--- config.mk ---
export PLATFORM = sky130hd
export DESIGN_NAME = atomic_cas_unit
export DESIGN_NICKNAME = d
export VERILOG_FILES = /design/src/rtl/atom_pkg.sv /design/src/rtl/atom_prio_arb.sv /design/src/rtl/atom_word_mem.sv /design/src/rtl/atom_seq.sv /design/src/rtl/atomic_cas_unit.sv
export SDC_FILE = /design/constraint.sdc
export NUM_CORES = 1
export LEC_CHECK = 0
export BUFFER_PORTS_ARGS = -buffer_cell sky130_fd_sc_hd__buf_2
export CORE_ASPECT_RATIO = 1.1
export CORE_MARGIN = 3
export CORE_UTILIZATION = 30
export DETAILED_ROUTE_END_ITERATION = 7
export SLEW_MARGIN = 20
export SYNTH_ARGS = -nofsm -noshare
export SYNTH_HDL_FRONTEND = slang
export SYNTH_SLANG_ARGS = --single-unit
--- constraint.sdc ---
create_clock -name clk -period 5.9 [get_ports clk]
set_clock_uncertainty 0.15 [all_clocks]
set_input_delay 0.885 -clock clk [delete_from_list [all_inputs] [get_ports clk]]
set_output_delay 0.885 -clock clk [all_outputs]
set_load 0.005 [all_outputs]
--- src/rtl/atom_pkg.sv ---
package atom_pkg;
  typedef enum logic [1:0] {
    OP_LOAD  = 2'd0,
    OP_STORE = 2'd1,
    OP_CAS   = 2'd2,
    OP_TAS   = 2'd3
  } atom_op_e;

  typedef enum logic [1:0] {
    ST_IDLE  = 2'd0,
    ST_READ  = 2'd1,
    ST_CMP   = 2'd2,
    ST_WRITE = 2'd3
  } atom_st_e;
endpackage

--- src/rtl/atom_prio_arb.sv ---
module atom_prio_arb #(
  parameter int N = 3
) (
  input  logic [N-1:0] req,
  output logic [N-1:0] gnt
);
  logic [N:0] seen;
  assign seen[0] = 1'b0;
  for (genvar i = 0; i < N; i++) begin : g_arb
    assign seen[i+1] = seen[i] | req[i];
    assign gnt[i]    = req[i] & ~seen[i];
  end
endmodule

--- src/rtl/atom_word_mem.sv ---
module atom_word_mem #(
  parameter int AW = 4,
  parameter int DW = 16
) (
  input  logic          clk,
  input  logic          rst_n,
  input  logic          rd_en,
  input  logic [AW-1:0] rd_addr,
  output logic [DW-1:0] rd_data,
  input  logic          wr_en,
  input  logic [AW-1:0] wr_addr,
  input  logic [DW-1:0] wr_data
);
  localparam int DEPTH = 1 << AW;
  logic [DW-1:0] words [DEPTH];

  always_ff @(posedge clk) begin
    if (!rst_n) begin
      for (int i = 0; i < DEPTH; i++) words[i] <= '0;
      rd_data <= '0;
    end else begin
      if (wr_en) words[wr_addr] <= wr_data;
      if (rd_en) rd_data <= words[rd_addr];
    end
  end
endmodule

--- src/rtl/atom_seq.sv ---
module atom_seq
  import atom_pkg::*;
#(
  parameter int AW = 4,
  parameter int DW = 16,
  parameter int PW = 2
) (
  input  logic          clk,
  input  logic          rst_n,
  input  logic          accept,
  input  logic [PW-1:0] in_port,
  input  logic [1:0]    in_op,
  input  logic [AW-1:0] in_addr,
  input  logic [DW-1:0] in_cmp,
  input  logic [DW-1:0] in_new,
  output logic          idle,
  output logic          mem_rd_en,
  output logic          mem_wr_en,
  output logic [AW-1:0] mem_addr,
  output logic [DW-1:0] mem_wdata,
  input  logic [DW-1:0] mem_rdata,
  output logic          rsp_fire,
  output logic [PW-1:0] rsp_port,
  output logic [DW-1:0] rsp_data,
  output logic          rsp_ok
);
  atom_st_e      st_q;
  atom_op_e      op_q;
  logic [AW-1:0] addr_q;
  logic [DW-1:0] cmp_q, new_q, old_q;
  logic [PW-1:0] port_q;
  logic          do_wr_q, ok_q;
  logic          same;

  assign same = (mem_rdata == cmp_q);

  always_ff @(posedge clk) begin
    if (!rst_n) begin
      st_q    <= ST_IDLE;
      op_q    <= OP_LOAD;
      addr_q  <= '0;
      cmp_q   <= '0;
      new_q   <= '0;
      old_q   <= '0;
      port_q  <= '0;
      do_wr_q <= 1'b0;
      ok_q    <= 1'b0;
    end else begin
      unique case (st_q)
        ST_IDLE: if (accept) begin
          op_q   <= atom_op_e'(in_op);
          addr_q <= in_addr;
          port_q <= in_port;
          if (atom_op_e'(in_op) == OP_TAS) begin
            cmp_q <= DW'(1);
            new_q <= DW'(1);
          end else begin
            cmp_q <= in_cmp;
            new_q <= in_new;
          end
          st_q <= ST_READ;
        end
        ST_READ: st_q <= ST_CMP;
        ST_CMP: begin
          old_q <= mem_rdata;
          unique case (op_q)
            OP_LOAD:  begin do_wr_q <= 1'b0; ok_q <= 1'b1; end
            OP_STORE: begin do_wr_q <= 1'b1; ok_q <= 1'b1; end
            default:  begin do_wr_q <= same; ok_q <= same; end
          endcase
          st_q <= ST_WRITE;
        end
        ST_WRITE: st_q <= ST_IDLE;
      endcase
    end
  end

  assign idle      = (st_q == ST_IDLE);
  assign mem_rd_en = (st_q == ST_READ);
  assign mem_wr_en = (st_q == ST_WRITE) && do_wr_q;
  assign mem_addr  = addr_q;
  assign mem_wdata = new_q;
  assign rsp_fire  = (st_q == ST_WRITE);
  assign rsp_port  = port_q;
  assign rsp_data  = old_q;
  assign rsp_ok    = ok_q;
endmodule

--- src/rtl/atomic_cas_unit.sv ---
module atomic_cas_unit #(
  parameter int NUM_PORTS = 3,
  parameter int ADDR_W    = 4,
  parameter int DATA_W    = 16
) (
  input  logic                          clk,
  input  logic                          rst_n,
  input  logic [NUM_PORTS-1:0]          req_valid,
  output logic [NUM_PORTS-1:0]          req_ready,
  input  logic [2*NUM_PORTS-1:0]        req_op,
  input  logic [ADDR_W*NUM_PORTS-1:0]   req_addr,
  input  logic [DATA_W*NUM_PORTS-1:0]   req_cmp,
  input  logic [DATA_W*NUM_PORTS-1:0]   req_new,
  output logic [NUM_PORTS-1:0]          rsp_valid,
  output logic [DATA_W-1:0]             rsp_data,
  output logic                          rsp_ok
);
  localparam int PW = (NUM_PORTS > 1) ? $clog2(NUM_PORTS) : 1;

  logic [NUM_PORTS-1:0] gnt;
  logic                 idle, accept, rsp_fire;
  logic [PW-1:0]        sel_port, rsp_port;
  logic [1:0]           sel_op;
  logic [ADDR_W-1:0]    sel_addr, mem_addr;
  logic [DATA_W-1:0]    sel_cmp, sel_new, mem_wdata, mem_rdata;
  logic                 mem_rd_en, mem_wr_en;

  atom_prio_arb #(.N(NUM_PORTS)) u_arb (.req(req_valid), .gnt(gnt));

  assign req_ready = idle ? gnt : '0;
  assign accept    = |(req_valid & req_ready);

  always_comb begin
    sel_port = '0;
    sel_op   = '0;
    sel_addr = '0;
    sel_cmp  = '0;
    sel_new  = '0;
    for (int i = 0; i < NUM_PORTS; i++) begin
      if (gnt[i]) begin
        sel_port = PW'(i);
        sel_op   = req_op[2*i +: 2];
        sel_addr = req_addr[ADDR_W*i +: ADDR_W];
        sel_cmp  = req_cmp[DATA_W*i +: DATA_W];
        sel_new  = req_new[DATA_W*i +: DATA_W];
      end
    end
  end

  atom_seq #(.AW(ADDR_W), .DW(DATA_W), .PW(PW)) u_seq (
    .clk(clk), .rst_n(rst_n), .accept(accept), .in_port(sel_port),
    .in_op(sel_op), .in_addr(sel_addr), .in_cmp(sel_cmp), .in_new(sel_new),
    .idle(idle), .mem_rd_en(mem_rd_en), .mem_wr_en(mem_wr_en),
    .mem_addr(mem_addr), .mem_wdata(mem_wdata), .mem_rdata(mem_rdata),
    .rsp_fire(rsp_fire), .rsp_port(rsp_port), .rsp_data(rsp_data),
    .rsp_ok(rsp_ok)
  );

  atom_word_mem #(.AW(ADDR_W), .DW(DATA_W)) u_mem (
    .clk(clk), .rst_n(rst_n),
    .rd_en(mem_rd_en), .rd_addr(mem_addr), .rd_data(mem_rdata),
    .wr_en(mem_wr_en), .wr_addr(mem_addr), .wr_data(mem_wdata)
  );

  for (genvar i = 0; i < NUM_PORTS; i++) begin : g_rsp
    assign rsp_valid[i] = rsp_fire && (rsp_port == PW'(i));
  end
endmodule

-- After elaboration in Yosys (flattened, before gate mapping)
Memories as Yosys holds them, arrays and structs flattened. A register that Yosys moved wholly into a read port is not among the register bits.
Index checks and enable logic that the tools add are counted.
Widths: inputs -> output; s select.
- equal/unequal tests: 9
- mux-type cells: 28
- bitwise gates (word level): 6
- reductions and logical operators: 12
- operators by type and width (operator ; number):
    $mux 16 ; 9
    $eq 16x16->1 ; 1
    $mux 4 ; 4
    $reduce_or 16->1 ; 1
    $mux 2 ; 5
    $eq 2x2->1 const B ; 4
    $pmux 2 s4 ; 1
    $mux 1 ; 7
    $eq 2x1->1 const B ; 3
    $logic_not 2->1 ; 3
    $logic_and 1x1->1 ; 4
    $and 3x3->3 ; 1
    $mux 3 ; 1
    $reduce_or 3->1 ; 1
    $and 1x1->1 ; 2
    $ne 2x1->1 const B ; 1
    $not 1->1 ; 2
    $pmux 1 s2 ; 1
    $reduce_and 2->1 ; 1
    $reduce_or 2->1 ; 1
    $logic_not 1->1 ; 1
    $or 1x1->1 ; 1
- flip-flop bits (word level): 60
- memory bits (writable): 256
- bits of input ports: 119
- output and inout port bits: 23
- logic and storage cells: 65
- memories kept: 1
- memory list (name ; depth ; width ; rd ports ; clocked after Yosys merged registers in ; wr ports ; line ; text):
    u_mem.words ; 16 ; 16 ; 1 ; 1 ; 16 ; atom_word_mem.sv:15 ; logic [DW-1:0] words [DEPTH];

-- Longest topological paths before layout
Gate-level depths: netlist (run 1).
- depth in word-level cells: 8
- gate-level depth with buffers: 7
- gate-level depth less buffers: 6

-- Hierarchy
From an unflattened synthesis (run 1), not the netlist that was laid out.
- cells, all modules: 1349
- area, all modules: 16040.4 µm²
- by module, submodules not included (module ; instances ; cells an instance ; area each (µm²) ; sequential area each (µm²)):
    atom_word_mem ; 1 ; 916 ; 12328.1 ; 8007.7
    atom_seq ; 1 ; 245 ; 2476.1 ; 1201.2
    atomic_cas_unit ; 1 ; 185 ; 1209.9 ; 0.0
    atom_prio_arb ; 1 ; 3 ; 26.3 ; 0.0

-- Worst setup path before layout (run 1)
Ideal clock, no wire load.
- path type: input to register
- from: input port rst_n
- to: memory u_mem.words[13][0], enable pin
- library setup time: 411 ps
- arrival time: 2476 ps
- data required time: 5339 ps
- slack: 2863 ps
- stages: 3
- path buffers: 0
- cell sequence: and3b_1 nand3_1 o21ai_0
- RTL lines (what ; line ; text):
    start: declaration ; atomic_cas_unit.sv:7 ; input logic rst_n,
    end: declaration ; atom_word_mem.sv:15 ;

-- Worst setup path in the final report (run 1)
- from: input port req_valid[1]
- to: output port req_ready[2]
- word-level cells in the longest chain between the ends: 4
- ends and longest elaborated chain (what ; line ; text):
    start: declaration ; atomic_cas_unit.sv:8 ; input logic [NUM_PORTS-1:0] req_valid,
    $or 1x1->1 ; atom_prio_arb.sv:10 ; assign seen[i+1] = seen[i] | req[i];
    $not 1->1 ; atom_prio_arb.sv:11 ; assign gnt[i] = req[i] & ~seen[i];
    $and 1x1->1 ; atom_prio_arb.sv:11 ;
    $mux 3 ; atomic_cas_unit.sv:30 ; assign req_ready = idle ? gnt : '0;
    end: declaration ; atomic_cas_unit.sv:9 ; output logic [NUM_PORTS-1:0] req_ready,
No other way between the ends.

==> results of run 1 <==
==> sequential cells by signal (all words and copies together) (netlist names) <==
| name | flops |
|---|---|
| u_seq.mem_addr | 4 |
| u_seq.cmp_q | 16 |
| u_seq.do_wr_q | 1 |
| u_seq.rsp_data | 16 |
| u_seq.rsp_port | 2 |
| u_seq.rsp_ok | 1 |
| u_seq.st_q | 2 |
| u_mem.rd_data | 16 |
| u_mem.words | 256 |
| u_seq.op_q | 2 |
| u_seq.mem_wdata | 16 |
==> cell families (layout without fill, tap and decap cells) <==
kind of cell               count (synthesis)  after routing
AOI/OAI and AO/OA                        232            232
xor gates and xnor gates                  16             16
adders and majority gates                  5              5
buffers and inverters                    102            227
DFF                                      332            332
muxes                                    128            128
other                                      0              1
and+or+nand+nor                          396            396
==> per-stage QoR <==
step | hold slack, ns | cells
2_1_floorplan | 0.293 | 1211
3_3_place_gp | 0.315 | 1933
3_5_place_dp | 0.313 | 1933
4_1_cts | 0.322 | 1996
5_1_grt | 0.368 | 1996
6_report | 0.323 | 1997
==> cell type report <==
cell class	instances	area (sq um)
clock inverters	16	184
repair buffers	161	856
clock buffers	47	1020
flip-flops and latches	332	9220
diodes	1	2.50
well taps	660	826
inverters	3	11.3
multi-input cells	777	5680
fillers	4805	32700
==> worst max-delay path: stages <==
cell	delay, ns
buf_2	0.61
nor2b_2	0.07
buf_4	0.27
and3_1	0.26
buf_2	0.13
==> placed cells by master, fill, tap and decap left out, types with 4 or more instances in the layout <==
cell type	n
a21boi_0	8
a22o_1	32
a22oi_1	30
clkinv_2	7
mux4_2	16
a31oi_1	18
nor2_2	10
o211ai_1	5
o22ai_2	10
a21oi_1	4
and2_1	259
nand2b_1	6
a221o_1	4
edfxtp_1	256
o21ai_0	54
clkbuf_1	5
o21ai_1	24
bufinv_16	4
nand2_1	50
nor2b_1	21
dfxtp_1	74
nor4_1	4
buf_2	141
o22ai_1	22
buf_4	20
mux2i_1	112
xor2_1	16
a221oi_1	16
ha_1	5
nor2_1	19
nand3_1	4
clkbuf_16	38
==> worst paths after layout <==
path	start	to	cells past startpoint
max	req_valid[1]	req_ready[2]	5
min reg2reg	u_seq.op_q[0]	u_seq.op_q[0]	2
min	u_seq.op_q[0]	u_seq.op_q[0]	2
max reg2reg	u_seq.st_q[1]	u_mem.words[1][0]	5
==> metal layers <==
layer / GRT usage [%] / wire, microns / vias up
met5: 0 / 0 / -
met4: 4.63 / 1100 / 0
met3: 1.94 / 2040 / 54
met2: 24.7 / 19800 / 302
met1: 19.5 / 18000 / 4925
li1: - / - / 4646
==> power by group <==
group | switching, mW | leakage, nW | total [mW] | internal, mW
clock | 0.907 | 0.598 | 2.30 | 1.39
sequential | 0.408 | 3.27 | 3.10 | 2.70
combinational | 0.591 | 2.66 | 1.05 | 0.454
==> results_dict.tcl, run 1 <==
set metrics [dict create \
    core_area_sq_mm 0.0505 \
    cts_root_buf "clkbuf_16" \
    synth.most_common_cell "and2_1" \
    synth_top_area_share_pct 49.8 \
    synth_area_leader_cell "edfxtp_1" \
    synth_area_leaders "edfxtp_1 50%, and2_1 11%, dfxtp_1 9.9%" \
    drt-pass1-iter-count 5 \
    io_buffer_count 141 \
    synth_xor_area_share_pct 0.908 \
    ys_seq_elements 332 \
    drive_above_1_share_pct 20.1 \
    synthArstFlopShare_pct 0 \
    io_pins 142 \
    synth_ff_type "edfxtp_1" \
    ys_seq_area_share_pct 59.7 \
    clockBufferDepth 3 \
    fin_crit_sh_pct 55.5 \
    max_freq_mhz 306 \
    synth_edf_count 256 \
    worstMarginPinSlew_ns 1.09 \
    status "finished, final reports clean" \
    critPathKind "input pin to output port" \
    numCtsBuffers 35 \
    insertion_delay_ns 0.52 \
    synth-simple-area-share_pct 15.4 \
    p_leak_nw 6.53 \
    r2r_slack_ns 2.75 \
    antenna_found_initial 0 \
    synth_fa_ha_area_share_pct 0.405 \
    routabilityCongestion 0.834 \
    syn_avg_cell_area_sq_um 12.7 \
    drtAntennaViolNets 0 \
    synthCells 1211 \
    cts.sink_count 332 \
    die_h_microns 244 \
    grt_start_max_net_pins 61 \
    vdd_drop_max_uv 163 \
    grt.total_usage_pct 14.6 \
    core.rowCount 86 \
    cts_resized 0 \
    synth_top_family_by_area "simple AND/OR/NAND/NOR gates" \
    post_cts_buffers 0 \
    final_nets 1434 \
    syn_area_sq_mm 0.0154 \
    arrival_ns 2.24 \
    clk_pin_slew_worst_paths_ns 0.06 \
    final-hold-violation-count 0 \
    hpwl_microns 26700 \
    finalWirelength_microns 40900 \
    drv_slew 0 \
    cp-end-kind "output port" \
    crit_fanout 44 \
    setup_viol 0 \
    finalInstanceArea_sq_mm 0.0178 \
    avgRoutedWirePerCell_microns 20.5 \
    rsz0062_at_grt "no" \
    ctsHoldBuffers 0 \
    cp-start-kind "input pin" \
    crit_required_ns 4.87 \
    synth-compound-area-share_pct 10.4 \
    power.density_mw_per_mm2 362 \
    period_needed_ns 3.27 \
    yosys_warnings 0 \
    timing.final.ws_setup_ns 2.63 \
    area_growth_syn_to_layout_pct 15.3 \
    die_area_sq_mm 0.0542 \
    grt_pass1_vias 9711 \
    place_ws_ns 2.41 \
    relSlewSlack_pct 27.4 \
    gr-total-overflow 0 \
    postPlaceCellArea_sq_mm 0.0166 \
    drt_iter0_markers 884 \
    finalPower_mw 6.45 \
    syn_nets 1335 \
    muxShareOfSynthArea_pct 9.60 \
    die_w_microns 222 \
    grt_pass1_wl_microns 61000 \
    start_util_pct 30.6 \
    vias 9927 \
    yosys-top-cells-count "260 x and2_1, 256 x edfxtp_1, 112 x mux2i_1" \
    drc_errors 0 \
    synth_cell_types 50 \
    hold_class "flop to flop" \
    final_core_util_pct 35.3 \
    fin_setup_tns_ns 0 \
    cap_violations 0 \
    cts_tree "built" \
    htreeDepth 2 \
    vias_per_cell 4.97 \
]
No activity file was read; power rests on OpenSTA's default activity.
==> run 2, diff against run 1 <==
Clock period 5.9 ns to 3.05 ns, I/O delays scaled along.
==> run 2 against run 1 <==
- design area grew 0.51%
- combinational power grew 100%
- hold slack lost 0.24 ns
- critical path type is now flop to flop
- cell count grew 1.4%
- highest routed layer unchanged
- first-iteration DRC count shrank 11%
- via count grew 1.1%
- register-to-register slack lost 2.2 ns
- largest cell class unchanged
==> results_dict.tcl, run 2 (same netlist as run 1, synthesis figures left out) <==
set metrics [dict create \
    grt_pass1_vias 9970 \
    r2r_slack_ns 0.51 \
    vias_per_cell 4.96 \
    io_pins 142 \
    place_ws_ns 0.495 \
    htreeDepth 2 \
    final-instance-count-excl-fill 2024 \
    final_common_cell "and2_1" \
    final_nets 1460 \
    core.rowCount 86 \
    drt_iter0_markers 788 \
    clockBufferDepth 3 \
    regMostFlops "u_mem.words" \
    dp.cells 1959 \
    final-hold-violation-count 0 \
    p_leak_nw 6.59 \
    fin_setup_tns_ns 0 \
    setup_viol 0 \
    hpwl_microns 27100 \
    worstMarginPinSlew_ns 0.972 \
    die_area_sq_mm 0.0542 \
    area_growth_syn_to_layout_pct 15.9 \
    hold_depth 3 \
    core_area_sq_mm 0.0505 \
    start_util_pct 30.6 \
    grt_start_max_net_pins 35 \
    die_h_microns 244 \
    hp-start "req_cmp[0]" \
    crit_required_ns 3.28 \
    cts_root_buf "clkbuf_16" \
    die_w_microns 222 \
    crit_fanout 16 \
    vias 10000 \
    antenna_found_initial 1 \
    relSlewSlack_pct 35.1 \
    hold_class "input pin to flop" \
    drc_errors 0 \
    layout_common_cells "259 x and2_1, 256 x edfxtp_1, 141 x buf_2, 112 x mux2i_1, 74 x dfxtp_1" \
    cp-start-kind "flop" \
    fin_crit_sh_pct 83.4 \
    holdWs_ns 0.0871 \
    insertion_delay_ns 0.53 \
    post_cts_buffers 0 \
    rr_startpoint "u_seq.st_q[0]" \
    critPathKind "flop to flop" \
    cap_violations 0 \
    timing.final.ws_setup_ns 0.507 \
    clk_pin_slew_worst_paths_ns 0.06 \
    cts.sink_count 332 \
    cp-end-kind "flop" \
    cts_tree "built" \
    hold_end "u_seq.cmp_q[0]" \
    avgRoutedWirePerCell_microns 20.1 \
    arrival_ns 2.77 \
    finalWirelength_microns 40700 \
    period_needed_ns 2.54 \
    timing.rr.end "u_mem.words[5][12]" \
    grt.total_usage_pct 14.7 \
    power.density_mw_per_mm2 675 \
    vdd_drop_max_uv 327 \
    numCtsBuffers 35 \
    rsz0062_at_grt "no" \
    largest_register_ffs 256 \
    drive_above_1_share_pct 21.0 \
    grt_pass1_wl_microns 61400 \
    drt-pass1-iter-count 5 \
    r2r.worst_path.cells 5 \
    io_buffer_count 141 \
    ctsHoldBuffers 0 \
    drtAntennaViolNets 0 \
    routabilityCongestion 0.846 \
    cts_resized 0 \
    drv_slew 0 \
    max_freq_mhz 393 \
    gr-total-overflow 0 \
    status "finished, final reports clean" \
]
==> run 2: cell types whose count changed in the layout (fill, tap and decap cells not counted), moves of 2 or more <==
cell       previous run  this run
buf_4                20        44
clkbuf_1              5        11
bufinv_16             4         0
buf_12                0         2
clkbuf_16            38        36
nor2_1               19        21
nor2_2               10         8
==> run 2: stage by stage <==
stage               cell area (sq um)  utilization (%)  power [mW]
global placement                16800             33.3        8.13
global route                    17900             35.4        12.6
CTS                             17900             35.4        12.2
detailed placement              16800             33.3        8.16
floorplan                       15400                -        7.23
finish                          17900             35.4        12.1
==> run 2: final cells by class <==
class	instances	area (sq um)
clock buffer	51	997
inverter	3	11.3
multi-input combinational	777	5670
sequential	332	9220
fill	4847	32600
tap	660	826
antenna	1	2.50
clock inverter	13	80.1
timing repair buffer	187	1080
==> run 2: how the worst max path moves through the flow <==
stage | from | to | slack (ns)
after CTS | u_seq.mem_addr[1] | u_mem.words[5][12] | 0.46
after global placement | u_seq.mem_addr[1] | u_mem.words[5][11] | 0.50
after global routing | u_seq.st_q[1] | u_mem.words[5][14] | 0.31
after detailed placement | u_seq.mem_addr[1] | u_mem.words[5][12] | 0.49
after floorplan | u_seq.st_q[0] | u_mem.words[13][0] | 0.34
final | u_seq.st_q[0] | u_mem.words[5][12] | 0.51
==> run 2: per-layer routing <==
metal | up-vias | global-route usage [%] | share of wire, %
li1 | 4691 | - | -
met1 | 4985 | 19.2 | 42
met2 | 289 | 24.9 | 49
met3 | 69 | 2.07 | 5.2
met4 | 0 | 5.40 | 3.3
met5 | - | 0 | 0
==> run 2: report_power, final <==
group	switching [mW]	internal [mW]	total, mW	leakage (nW)
clock network	1.73	2.28	4.02	0.529
registers	0.692	5.22	5.91	3.27
logic	1.20	0.941	2.14	2.80
total	3.63	8.44	12.1	6.59
==> run 2: worst max-delay path, stage by stage (launching register included) <==
cell and delay (ns):
dfxtp_1 0.38, ha_1 0.25, and3b_1 0.28, nand3_1 0.28, nor2_1 0.82, and2_1 0.23
==> run 3, diff against run 2 <==
Clock period 3.05 ns to 2 ns, I/O delays scaled along.
==> run 3 against run 2 <==
- die area did not move
- worst setup slack got worse by 0.49 ns
- combinational power rose by 130%
- fmax rose by 28%
- global-route usage rose by 0.86 points
- hold slack got worse by 0.076 ns
- first-iteration DRC count fell by 5.8%
- non-clock buffer count rose by 106
- design area rose by 8.9%
- critical path depth rose by 2
- flip-flop and latch count did not move
- utilization rose by 3.2 points
==> results_dict.tcl, run 3 (same netlist as run 1, synthesis figures left out) <==
set metrics [dict create \
    setup_viol 0 \
    grt_pass1_wl_microns 64700 \
    final-hold-violation-count 0 \
    fin_crit_sh_pct 99.0 \
    gr-total-overflow 0 \
    timing.final.ws_setup_ns 0.0204 \
    drtAntennaViolNets 0 \
    num_antenna_cells 0 \
    drive_above_1_share_pct 27.5 \
    drc_errors 0 \
    vias_per_cell 4.91 \
    clockBufferDepth 3 \
    numCtsBuffers 37 \
    period_needed_ns 1.98 \
    cp-end-kind "flop" \
    vdd_drop_max_uv 643 \
    die_h_microns 244 \
    drv_slew 0 \
    crit_required_ns 2.09 \
    status "finished, final reports clean" \
    io_pins 142 \
    core.rowCount 86 \
    antenna_found_initial 2 \
    intPower_mw 13.8 \
    arrival_ns 2.07 \
    cts_tree "built" \
    worstMarginPinSlew_ns 0.465 \
    clk_pin_slew_worst_paths_ns 0.06 \
    global_route.usage.met3_pct 2.35 \
    vias 10500 \
    grt.total_usage_pct 15.5 \
    hold_class "input pin to flop" \
    p_leak_nw 7.32 \
    clkPwrFrac_pct 32.3 \
    core_area_sq_mm 0.0505 \
    drt-pass1-iter-count 5 \
    fill_cells 4699 \
    cp-start-kind "flop" \
    relSlewSlack_pct 68.9 \
    fin_setup_tns_ns 0 \
    switchingPower_mw 5.85 \
    insertion_delay_ns 0.53 \
    largest_register_ffs 256 \
    cts_root_buf "clkbuf_16" \
    switching_share_pct 29.8 \
    regArea_sq_mm 0.00922 \
    drt_iter0_markers 742 \
    busiest_layer "met2" \
    routabilityCongestion 0.860 \
    place_ws_ns -0.474 \
    final_nets 1568 \
    cap_violations 0 \
    avgRoutedWirePerCell_microns 20.4 \
    seq_power_share_pct 42.5 \
    die_area_sq_mm 0.0542 \
    met2_usage_pct 27.5 \
    layout_common_cells "259 x and2_1, 256 x edfxtp_1, 140 x buf_2, 112 x mux2i_1, 87 x buf_4" \
    p_comb_share_pct 25.2 \
    rsz0062_at_grt "yes" \
    multi_input_area_sq_mm 0.00590 \
    critPathKind "flop to flop" \
    final_common_cell "and2_1" \
    cts.sink_count 332 \
    crit_fanout 8 \
    die_w_microns 222 \
    finalWirelength_microns 43400 \
    power.density_mw_per_mm2 1010 \
    htreeDepth 2 \
    grt_start_max_net_pins 62 \
    io_buffer_count 141 \
    use_met1_pct 19.5 \
    start_util_pct 30.6 \
    regMostFlops "u_mem.words" \
    area_growth_syn_to_layout_pct 26.3 \
    max_freq_mhz 505 \
    grt_pass1_vias 10500 \
    hpwl_microns 29100 \
]
[run 3: stage by stage]
step / cells / area [sq um] / power (mW) / hold WS [ns] / utilization, %
after floorplan: 1211 / 15500 / 11.0 / 0.293 / -
after global placement: 2034 / 17800 / 13.2 / 0.309 / 35.3
after detailed placement: 2034 / 17800 / 13.2 / 0.315 / 35.3
after CTS: 2124 / 19300 / 19.7 / 0.00827 / 38.2
after global routing: 2130 / 19500 / 20.5 / 0.0277 / 38.6
final: 2130 / 19500 / 19.7 / 0.0107 / 38.6
[run 3: path summary, 6_finish.rpt]
kind	start	endpoint	slack, ns	cells past startpoint
max	u_seq.st_q[0]	u_mem.words[8][6]	0.02	7
min	req_new[14]	u_seq.mem_wdata[14]	0.01	4
max reg2reg	u_seq.st_q[0]	u_mem.words[8][6]	0.02	7
min reg2reg	u_seq.op_q[0]	u_seq.op_q[0]	0.32	2
[run 3: worst max-delay path, cell delays in order, from the launching register on]
cell and delay (ns):
dfxtp_2 0.35, ha_4 0.15, and3b_2 0.22, buf_4 0.13
nand2_4 0.12, buf_4 0.18, o21ai_4 0.20, clkbuf_16 0.21
[run 3: what timing repair did]
action | 4_1_cts | 5_1_grt
endpoints found under the setup margin | 155 | 116
cloned | 0 | 2
pin swaps | 1 | 6
buffers inserted | 1 | 4
gates resized for setup | 26 | 29
endpoints found under the hold margin | 24 | 0
hold buffers | 24 | 0
[run 3: cell type report]
type | instances | share of cell area (%)
clock buffer | 49 | 5.20
clock inverter | 16 | 0.533
inverter | 3 | 0.0835
multi-input combinational | 777 | 30.3
sequential | 332 | 47.3
tap | 660 | 4.24
timing repair buffer | 293 | 12.3
[run 3: routing by layer]
metal | vias to the layer above | part of all wire, %
met2 | 215 | 52
met1 | 5256 | 42
met3 | 64 | 3.8
li1 | 4920 | -
met5 | - | 0
met4 | 0 | 3.0
[run 3: power by group through the flow]
stage               clock [mW]  combinational [mW]  sequential (mW)
floorplan                    0                2.66             8.39
global placement             0                4.70             8.47
detailed placement           0                4.76             8.48
CTS                       6.47                4.90             8.34
global route              6.73                5.32             8.41
finish                    6.35                4.96             8.35
